`src/rtl/rc_pkg.sv`:
```
package rc_pkg;
    typedef enum logic [2:0] {
        ST_IDLE = 3'd0,
        ST_RUN  = 3'd1,
        ST_COOL = 3'd2,
        ST_TRY  = 3'd3,
        ST_QUAL = 3'd4,
        ST_LOCK = 3'd5
    } rc_state_e;
endpackage

```
`src/rtl/rc_timer.sv`:
```
module rc_timer #(
    parameter int CW = 5
) (
    input  logic          clk,
    input  logic          rst_n,
    input  logic          load,
    input  logic [CW-1:0] load_val,
    output logic          expired
);
    logic [CW-1:0] cnt;

    always_ff @(posedge clk) begin
        if (!rst_n)
            cnt <= '0;
        else if (load)
            cnt <= load_val;
        else if (cnt != '0)
            cnt <= cnt - CW'(1);
    end

    assign expired = (cnt == '0);
endmodule

```
`src/rtl/rc_backoff.sv`:
```
module rc_backoff #(
    parameter int CW        = 5,
    parameter int TOFF_BASE = 3,
    parameter int TOFF_MAX  = 20,
    parameter int SHIFT     = 1
) (
    input  logic          clk,
    input  logic          rst_n,
    input  logic          restore,
    input  logic          grow,
    output logic [CW-1:0] off_q,
    output logic [CW-1:0] off_next
);
    localparam int WW = CW + SHIFT;
    logic [WW-1:0] wide;

    always_comb begin
        wide     = WW'(off_q) << SHIFT;
        off_next = (wide > WW'(TOFF_MAX)) ? CW'(TOFF_MAX) : wide[CW-1:0];
    end

    always_ff @(posedge clk) begin
        if (!rst_n || restore)
            off_q <= CW'(TOFF_BASE);
        else if (grow)
            off_q <= off_next;
    end

    // off period stays between base and ceiling
    assert_off_range_R9: assert property (@(posedge clk) disable iff (!rst_n)
        (off_q >= CW'(TOFF_BASE)) && (off_q <= CW'(TOFF_MAX)));
    // growth never shortens the off period
    assert_off_monotonic_R9: assert property (@(posedge clk) disable iff (!rst_n)
        (grow && !restore) |=> (off_q >= $past(off_q)));
endmodule

```
`src/rtl/retry_ctrl.sv`:
```
module retry_ctrl
    import rc_pkg::*;
#(
    parameter int TON_RETRY     = 4,
    parameter int TOFF_BASE     = 3,
    parameter int TOFF_MAX      = 20,
    parameter int BACKOFF_SHIFT = 1,
    parameter int SUCCESS_TQUAL = 5,
    parameter int NRETRY_MAX    = 4
) (
    input  logic                              clk,
    input  logic                              rst_n,
    input  logic                              en_cmd,
    input  logic                              fault_q,
    input  logic                              rail_good,
    input  logic                              cur_ok,
    input  logic                              mcu_clear,
    input  logic                              mode_retry,
    output logic                              sw_en,
    output logic [2:0]                        state,
    output logic [$clog2(NRETRY_MAX+1)-1:0]   retry_cnt,
    output logic                              latched
);
    localparam int MAXT_A = (TOFF_MAX > TON_RETRY) ? TOFF_MAX : TON_RETRY;
    localparam int MAXT   = (MAXT_A > SUCCESS_TQUAL) ? MAXT_A : SUCCESS_TQUAL;
    localparam int CW     = $clog2(MAXT + 1);
    localparam int NW     = $clog2(NRETRY_MAX + 1);

    rc_state_e     st, st_n;
    logic [NW-1:0] cnt, cnt_n, cnt_inc;
    logic          tmr_load, tmr_exp;
    logic [CW-1:0] tmr_val;
    logic          bo_restore, bo_grow, fail;
    logic [CW-1:0] off_q, off_next;

    rc_timer #(.CW(CW)) u_timer (
        .clk(clk), .rst_n(rst_n), .load(tmr_load),
        .load_val(tmr_val), .expired(tmr_exp)
    );

    rc_backoff #(
        .CW(CW), .TOFF_BASE(TOFF_BASE), .TOFF_MAX(TOFF_MAX), .SHIFT(BACKOFF_SHIFT)
    ) u_backoff (
        .clk(clk), .rst_n(rst_n), .restore(bo_restore), .grow(bo_grow),
        .off_q(off_q), .off_next(off_next)
    );

    // state register
    always_ff @(posedge clk) begin
        if (!rst_n) begin
            st  <= ST_IDLE;
            cnt <= '0;
        end else begin
            st  <= st_n;
            cnt <= cnt_n;
        end
    end

    // next-state logic
    always_comb begin
        st_n       = st;
        cnt_n      = cnt;
        cnt_inc    = cnt + NW'(1);
        tmr_load   = 1'b0;
        tmr_val    = '0;
        bo_restore = 1'b0;
        bo_grow    = 1'b0;
        fail       = 1'b0;
        unique case (st)
            ST_IDLE: begin
                cnt_n      = '0;
                bo_restore = 1'b1;
                if (en_cmd) st_n = ST_RUN;
            end
            ST_RUN: begin
                if (fault_q) begin
                    if (mode_retry) begin
                        st_n     = ST_COOL;
                        tmr_load = 1'b1;
                        tmr_val  = off_q - CW'(1);
                    end else begin
                        st_n = ST_LOCK;
                    end
                end
            end
            ST_COOL: begin
                if (tmr_exp) begin
                    st_n     = ST_TRY;
                    tmr_load = 1'b1;
                    tmr_val  = CW'(TON_RETRY - 1);
                end
            end
            ST_TRY: begin
                if (fault_q)
                    fail = 1'b1;
                else if (tmr_exp) begin
                    if (rail_good) begin
                        st_n     = ST_QUAL;
                        tmr_load = 1'b1;
                        tmr_val  = CW'(SUCCESS_TQUAL - 1);
                    end else begin
                        fail = 1'b1;
                    end
                end
            end
            ST_QUAL: begin
                if (fault_q || !rail_good)
                    fail = 1'b1;
                else if (tmr_exp) begin
                    if (cur_ok) begin
                        st_n       = ST_RUN;
                        cnt_n      = '0;
                        bo_restore = 1'b1;
                    end else begin
                        fail = 1'b1;
                    end
                end
            end
            ST_LOCK: begin
                if (mcu_clear) begin
                    st_n       = ST_IDLE;
                    cnt_n      = '0;
                    bo_restore = 1'b1;
                end
            end
            default: st_n = ST_IDLE;
        endcase

        if (fail) begin
            cnt_n = cnt_inc;
            if (cnt_inc >= NW'(NRETRY_MAX)) begin
                st_n = ST_LOCK;
            end else begin
                st_n     = ST_COOL;
                bo_grow  = 1'b1;
                tmr_load = 1'b1;
                tmr_val  = off_next - CW'(1);
            end
        end

        if (!en_cmd) begin
            st_n       = ST_IDLE;
            cnt_n      = '0;
            bo_restore = 1'b1;
            bo_grow    = 1'b0;
        end
    end

    // output decode
    always_comb begin
        sw_en     = (st == ST_RUN) || (st == ST_TRY) || (st == ST_QUAL);
        latched   = (st == ST_LOCK);
        state     = st;
        retry_cnt = cnt;
    end

    // disable removes switch drive within one clock
    assert_off_after_disable_R11: assert property (@(posedge clk) disable iff (!rst_n)
        !en_cmd |=> !sw_en);
    // latch-off mode trip goes straight to the latched state
    assert_latch_trip_R4: assert property (@(posedge clk) disable iff (!rst_n)
        (st == ST_RUN && en_cmd && fault_q && !mode_retry) |=> (st == ST_LOCK));
    // latched state is held until a reset condition
    assert_latch_holds_R4: assert property (@(posedge clk) disable iff (!rst_n)
        (st == ST_LOCK && en_cmd && !mcu_clear) |=> (st == ST_LOCK));
    // an attempt is only ever launched out of cooldown
    assert_try_after_cool_R5: assert property (@(posedge clk) disable iff (!rst_n)
        (st == ST_TRY && $past(st) != ST_TRY) |-> ($past(st) == ST_COOL));
    // rail loss in qualification never yields success
    assert_qual_drop_R8: assert property (@(posedge clk) disable iff (!rst_n)
        (st == ST_QUAL && en_cmd && !rail_good) |=> (st != ST_RUN));
    // attempt count never exceeds the cap
    assert_cnt_bound_R10: assert property (@(posedge clk) disable iff (!rst_n)
        retry_cnt <= NW'(NRETRY_MAX));
endmodule

```
`config.mk`:
```
export PLATFORM = sky130hd
export DESIGN_NAME = retry_ctrl
export DESIGN_NICKNAME = d
export VERILOG_FILES = /design/src/rtl/rc_pkg.sv /design/src/rtl/rc_timer.sv /design/src/rtl/rc_backoff.sv /design/src/rtl/retry_ctrl.sv
export SDC_FILE = /design/constraint.sdc
export NUM_CORES = 1
export LEC_CHECK = 0
export ABC_AREA = 1
export ABC_CLOCK_PERIOD_IN_PS = 2950
export BUFFER_PORTS_ARGS = -buffer_cell sky130_fd_sc_hd__buf_2
export CORE_MARGIN = 2
export CORE_UTILIZATION = 30
export DETAILED_ROUTE_END_ITERATION = 12
export GPL_TIMING_DRIVEN = 1
export PLACE_DENSITY = 0.5
export SETUP_SLACK_MARGIN = 0.4
export SYNTH_ARGS = -nofsm -noshare
export SYNTH_HDL_FRONTEND = slang
export SYNTH_HIERARCHICAL = 1
export SYNTH_SLANG_ARGS = --single-unit
```
`constraint.sdc`:
```
create_clock -name clk -period 2.95 [get_ports clk]
set_input_delay 0.1475 -clock clk [delete_from_list [all_inputs] [get_ports clk]]
set_output_delay 0.1475 -clock clk [all_outputs]
set_load 0.01 [all_outputs]
```
; ---- After elaboration in Yosys (flattened, before gate mapping)
; Cells that the tools add are included.
[word_totals]
register_bits = 16
input_bits = 8
output_inout_bits = 8
word_cells = 93
[op_classes]
add_sub_neg = 4
magnitude_cmp = 2
eq_ne = 14
muxes = 55
reduce_logical = 14
[ops]
columns = operator, n
row1 = $mux W3, 19
row2 = $mux W5, 7
row3 = $ne A3 B3 Y1 const B, 8
row4 = $mux W1, 22
row5 = $pmux W3 S6, 1
row6 = $pmux W5 S3, 1
row7 = $sub A5 B1 Y5 const B, 3
row8 = $pmux W3 S3, 1
row9 = $reduce_and A9 Y1, 1
row10 = $eq A3 B2 Y1 const B, 2
row11 = $eq A3 B3 Y1 const B, 2
row12 = $gt A6 B5 Y1 const B, 1
row13 = $pmux W1 S3, 2
row14 = $logic_not A5 Y1, 1
row15 = $reduce_and A5 Y1, 1
row16 = $reduce_bool A5 Y1, 1
row17 = $logic_or A1 B1 Y1, 4
row18 = $reduce_bool A4 Y1, 1
row19 = $add A3 B1 Y3 const B, 1
row20 = $eq A3 B1 Y1 const B, 1
row21 = $ge A3 B3 Y1 const B, 1
row22 = $logic_not A3 Y1, 1
row23 = $ne A3 B2 Y1 const B, 1
row24 = $logic_not A1 Y1, 2
row25 = other kinds (4), 4

; ---- Depth between registers and ports, before layout
[logic_depth]
depth_word = 7
mapped_depth = 15
mapped_depth_nobuf = 15

; ---- Modules after synthesis
; The synthesis kept the hierarchy.
[by_module_without_submodules]
columns = module, n_inst, cells_each, area_per_inst_um2, seq_area_each_um2
row1 = retry_ctrl, 1, 134, 784.5, 120.1
row2 = rc_timer, 1, 42, 292.8, 100.1
row3 = rc_backoff, 1, 37, 256.5, 100.1

; ---- Worst setup path before layout
; No wires, ideal clock.
[synth_timing]
path_type = register to register
start = register u_timer.cnt[0]
end = register u_timer.cnt[0]
setup_time_ps = 122
arrival_time_ps = 1950
required_ps = 2828
path_slack_ps = 878
path_stages_with_launch = 15
path_buffers = 0
period_less_slack_ps = 2072
cell_sequence = dfxtp_1 inv_1 ha_1 nand3_2 clkinv_1 nand2_1 nand2_1 nand2_4 nand2_4 nand2_1 o2111ai_1 inv_2 nand4_1 nor2_1 nor3_2
[synth_between]
elab_chain_cells = 7
elab_cells_between_ends = 23
classes_between = add/sub: 1 / mux: 19 / reduce/logical: 3
[synth_rtl]
columns = element, line
row1 = from (decl), rc_timer.sv:10  ; logic [CW-1:0] cnt;
row2 = from (signal assigned), rc_timer.sv:16  ; cnt <= load_val;
row3 = from (signal assigned), rc_timer.sv:18  ; cnt <= cnt - CW'(1);
row4 = $logic_not A5 Y1 (*), rc_timer.sv:21  ; assign expired = (cnt == '0);
row5 = named net tmr_exp, retry_ctrl.sv:31  ; logic tmr_load, tmr_exp;
row6 = $mux W1, retry_ctrl.sv:96  ; else if (tmr_exp) begin
row7 = $mux W1, retry_ctrl.sv:94  ; if (fault_q)
row8 = $pmux W1 S3, retry_ctrl.sv:69  ; unique case (st)
row9 = $mux W1, retry_ctrl.sv:131  ; if (cnt_inc >= NW'(NRETRY_MAX)) begin
row10 = $mux W1 (*), retry_ctrl.sv:129  ; if (fail) begin
row11 = named net tmr_load, retry_ctrl.sv:31
row12 = $mux W5 or $reduce_bool A2 Y1 (tied branches), -
; Mark *: on every way through the listed nets, which the timed path passes. The rest lies on a longest branch. The select of a mux whose other input is x is not followed.
; A chain may end at the register's enable or synchronous reset.

; ---- Worst setup path in the final report
; Same ends and word-level chain as after synthesis.

==> metrics.cfg <==
[outcome]
status = finished, final reports clean

[floorplanning]
start_util_pct = 30.8
die_x_um = 70.7
pin_count = 16
die_area_um2 = 4990
core-area_um2 = 4320
rows = 24
fp.dieH_um = 70.7

[timing]
rsz0062_at_grt = false
post-route-period-util_pct = 76.6
period_needed_ns = 2.26
hold_viol = 0
setup_viol = 0
clock-skew-final_ns = 0.00343
slew_headroom_pct = 66.0
tightest_slew_ns = 0.509
max_freq_mhz = 443
holdWs_ns = 0.177
fin_tns_setup_ns = 0
slew_violations = 0

[cts]
worstSkewPairLatency_ns = 0.25
path_clk_slew_ns = 0.07
cts_root_buffer = clkbuf_8
clockBufferDepth = 2
post-cts-setup-buffers = 0
cts_buffers = 3
cts_tree = built
htreeDepth = 1
clkSinkCount = 16

[critical_path]
path_class = flip-flop to flip-flop
worstReg2RegEnd = u_timer/cnt[0]
end_kind = flip-flop
rrSetupSlack_ns = 0.69
reg2reg_depth = 14
crit_fanout = 7
critPathLaunchType = flip-flop
critPathArrivalTime_ns = 2.40
worstReg2RegStart = u_timer/cnt[0]
cp.required_ns = 3.09

[global_route]
grt_max_degree = 10
gr-total-overflow = 0
grt_pass1_wl_um = 5390
grt_usage_pct = 13.2
grt_antenna_before_repair = 0
grt_pass1_vias = 1213

[final_layout]
layout-drive-gt1-share_pct = 20.0
diodes = 0
syn2layout_area_growth_pct = 14.0
final_cell_mix = nand2_1 (51), inv_1 (33), nor2_1 (26)
layout_commonest_cell = nand2_1
finalNetCount = 243

[logic_synthesis]
yosysWarnings = 6
ys_seq_area_share_pct = 24.0
netlist_instances = 213
synth.cell_area_um2 = 1330
syn_nets = 225
ys_ff_latch = 16
ys_types = 31
avgSynthCellArea_um2 = 6.26

[detailed_routing]
routedWlPerCell_um = 10.7
drc = 0
firstDrtPassIters = 4
ant_nets = 0
wl_um = 3020
drtIter0Drc = 64
via_per_inst = 4.62
vias = 1304

[worst_hold_path]
min_to = retry_cnt[1]
hold_path_class = input pin to flip-flop
whs_path_depth = 3
hp-start = en_cmd

[pwr]
leakage_nw = 0.774
ir_drop_v = 0.000233
cellPowerDensity_nw_per_um2 = 704

[placement]
portBuffers = 15
place_hpwl_um = 2460
gp_congestion = 0.832

[run]
maxCapViolCount = 0

==> cell type report <==
cell class / instances / area (um2)
fillers: 501 / 2800
clock buffers: 4 / 55.1
multi-input cells: 156 / 858
flip-flops and latches: 16 / 320
repair buffers: 15 / 75.1
inverters: 39 / 146
well taps: 52 / 65.1
==> synth_stat cells <==
master / instances / area [um2]
nand2_1: 51 / 191
nand4_1: 4 / 25.0
nand3_2: 4 / 40.0
o21ai_0: 12 / 60.1
clkinv_1: 1 / 3.75
dfxtp_1: 16 / 320
nor3_2: 2 / 20.0
o2111ai_1: 1 / 8.76
nand3_1: 11 / 55.1
a32oi_1: 1 / 8.76
buf_4: 2 / 15.0
o21bai_1: 1 / 7.51
o221ai_1: 1 / 8.76
inv_2: 5 / 18.8
nand2_4: 4 / 45.0
ha_1: 4 / 50.1
a31oi_1: 1 / 6.26
nand3b_1: 1 / 7.51
a21oi_2: 1 / 8.76
o21ai_2: 1 / 8.76
nor2_4: 2 / 22.5
nor2_1: 26 / 97.6
nor2_2: 4 / 25.0
inv_1: 33 / 124
o22ai_1: 2 / 12.5
conb_1: 1 / 3.75
nand2_2: 3 / 18.8
a21oi_1: 9 / 45.0
nor3_1: 1 / 5.00
xnor2_1: 4 / 35.0
xor2_1: 4 / 35.0
==> stage by stage <==
step	utilization (%)	cells	cell area (um2)	setup WS, ns	power [mW]
4_1_cts	35.0	282	1510	0.595	1.07
6_report	35.2	282	1520	0.692	1.07
3_3_place_gp	33.7	278	1460	0.670	0.879
5_1_grt	35.2	282	1520	0.426	1.19
3_5_place_dp	33.7	278	1460	0.611	0.866
2_1_floorplan	-	213	1330	0.878	0.749
==> registers in the layout, indices dropped and copies added (netlist names) <==
name             flops
retry_cnt            3
state                3
u_backoff/off_q      5
u_timer/cnt          5
==> what timing repair did <==
action | 4_1_cts | 5_1_grt
gates resized for setup | 0 | 1
endpoints found under the setup margin | 0 | 4
hold buffers | 0 | 0
==> how the worst max path moves through the flow <==
stage / from / endpoint / cells past startpoint
5_1_grt: u_timer/cnt[0] / u_timer/cnt[0] / 14
3_5_place_dp: u_timer/cnt[0] / u_timer/cnt[0] / 14
2_1_floorplan: u_timer/cnt[0] / u_timer/cnt[0] / 14
6_report: u_timer/cnt[0] / u_timer/cnt[0] / 14
3_3_place_gp: u_timer/cnt[0] / u_timer/cnt[0] / 14
4_1_cts: u_timer/cnt[0] / u_timer/cnt[0] / 14
==> cells by family (layout without fill, tap and decap cells) <==
family / count (synthesis) / after routing / share of synthesized area (%)
adder cells (fa/ha/maj): 4 / 4 / 3.75
XOR/XNOR: 8 / 8 / 5.25
AO/OA/AOI/OAI: 30 / 30 / 13.1
other: 1 / 1 / 0.281
buffers and inverters: 41 / 58 / 12.1
AND/OR/NAND/NOR: 113 / 113 / 41.5
flip-flops: 16 / 16 / 24.0
==> worst max-delay path: stages, from the launching register on <==
cell,delay [ns]
dfxtp_1,0.33
inv_1,0.08
ha_1,0.26
nand3_2,0.10
clkinv_1,0.13
nand2_1,0.10
nand2_1,0.08
nand2_4,0.11
nand2_4,0.08
nand2_1,0.18
o2111ai_2,0.22
inv_2,0.15
nand4_1,0.13
nor2_1,0.13
nor3_2,0.05
==> routing by layer <==
layer / up-vias / GRT usage, % / wire length [um]
met5: - / 0 / 0
met4: 0 / 2.52 / 16
met3: 2 / 3.13 / 129
met2: 18 / 19.9 / 1200
met1: 575 / 19.3 / 1670
li1: 709 / - / -
==> power by group <==
group | switching, mW | internal, mW
Sequential | 0.0458 | 0.257
Clock | 0.0851 | 0.119
Combinational | 0.364 | 0.200
(Power assumes the default switching activity.)
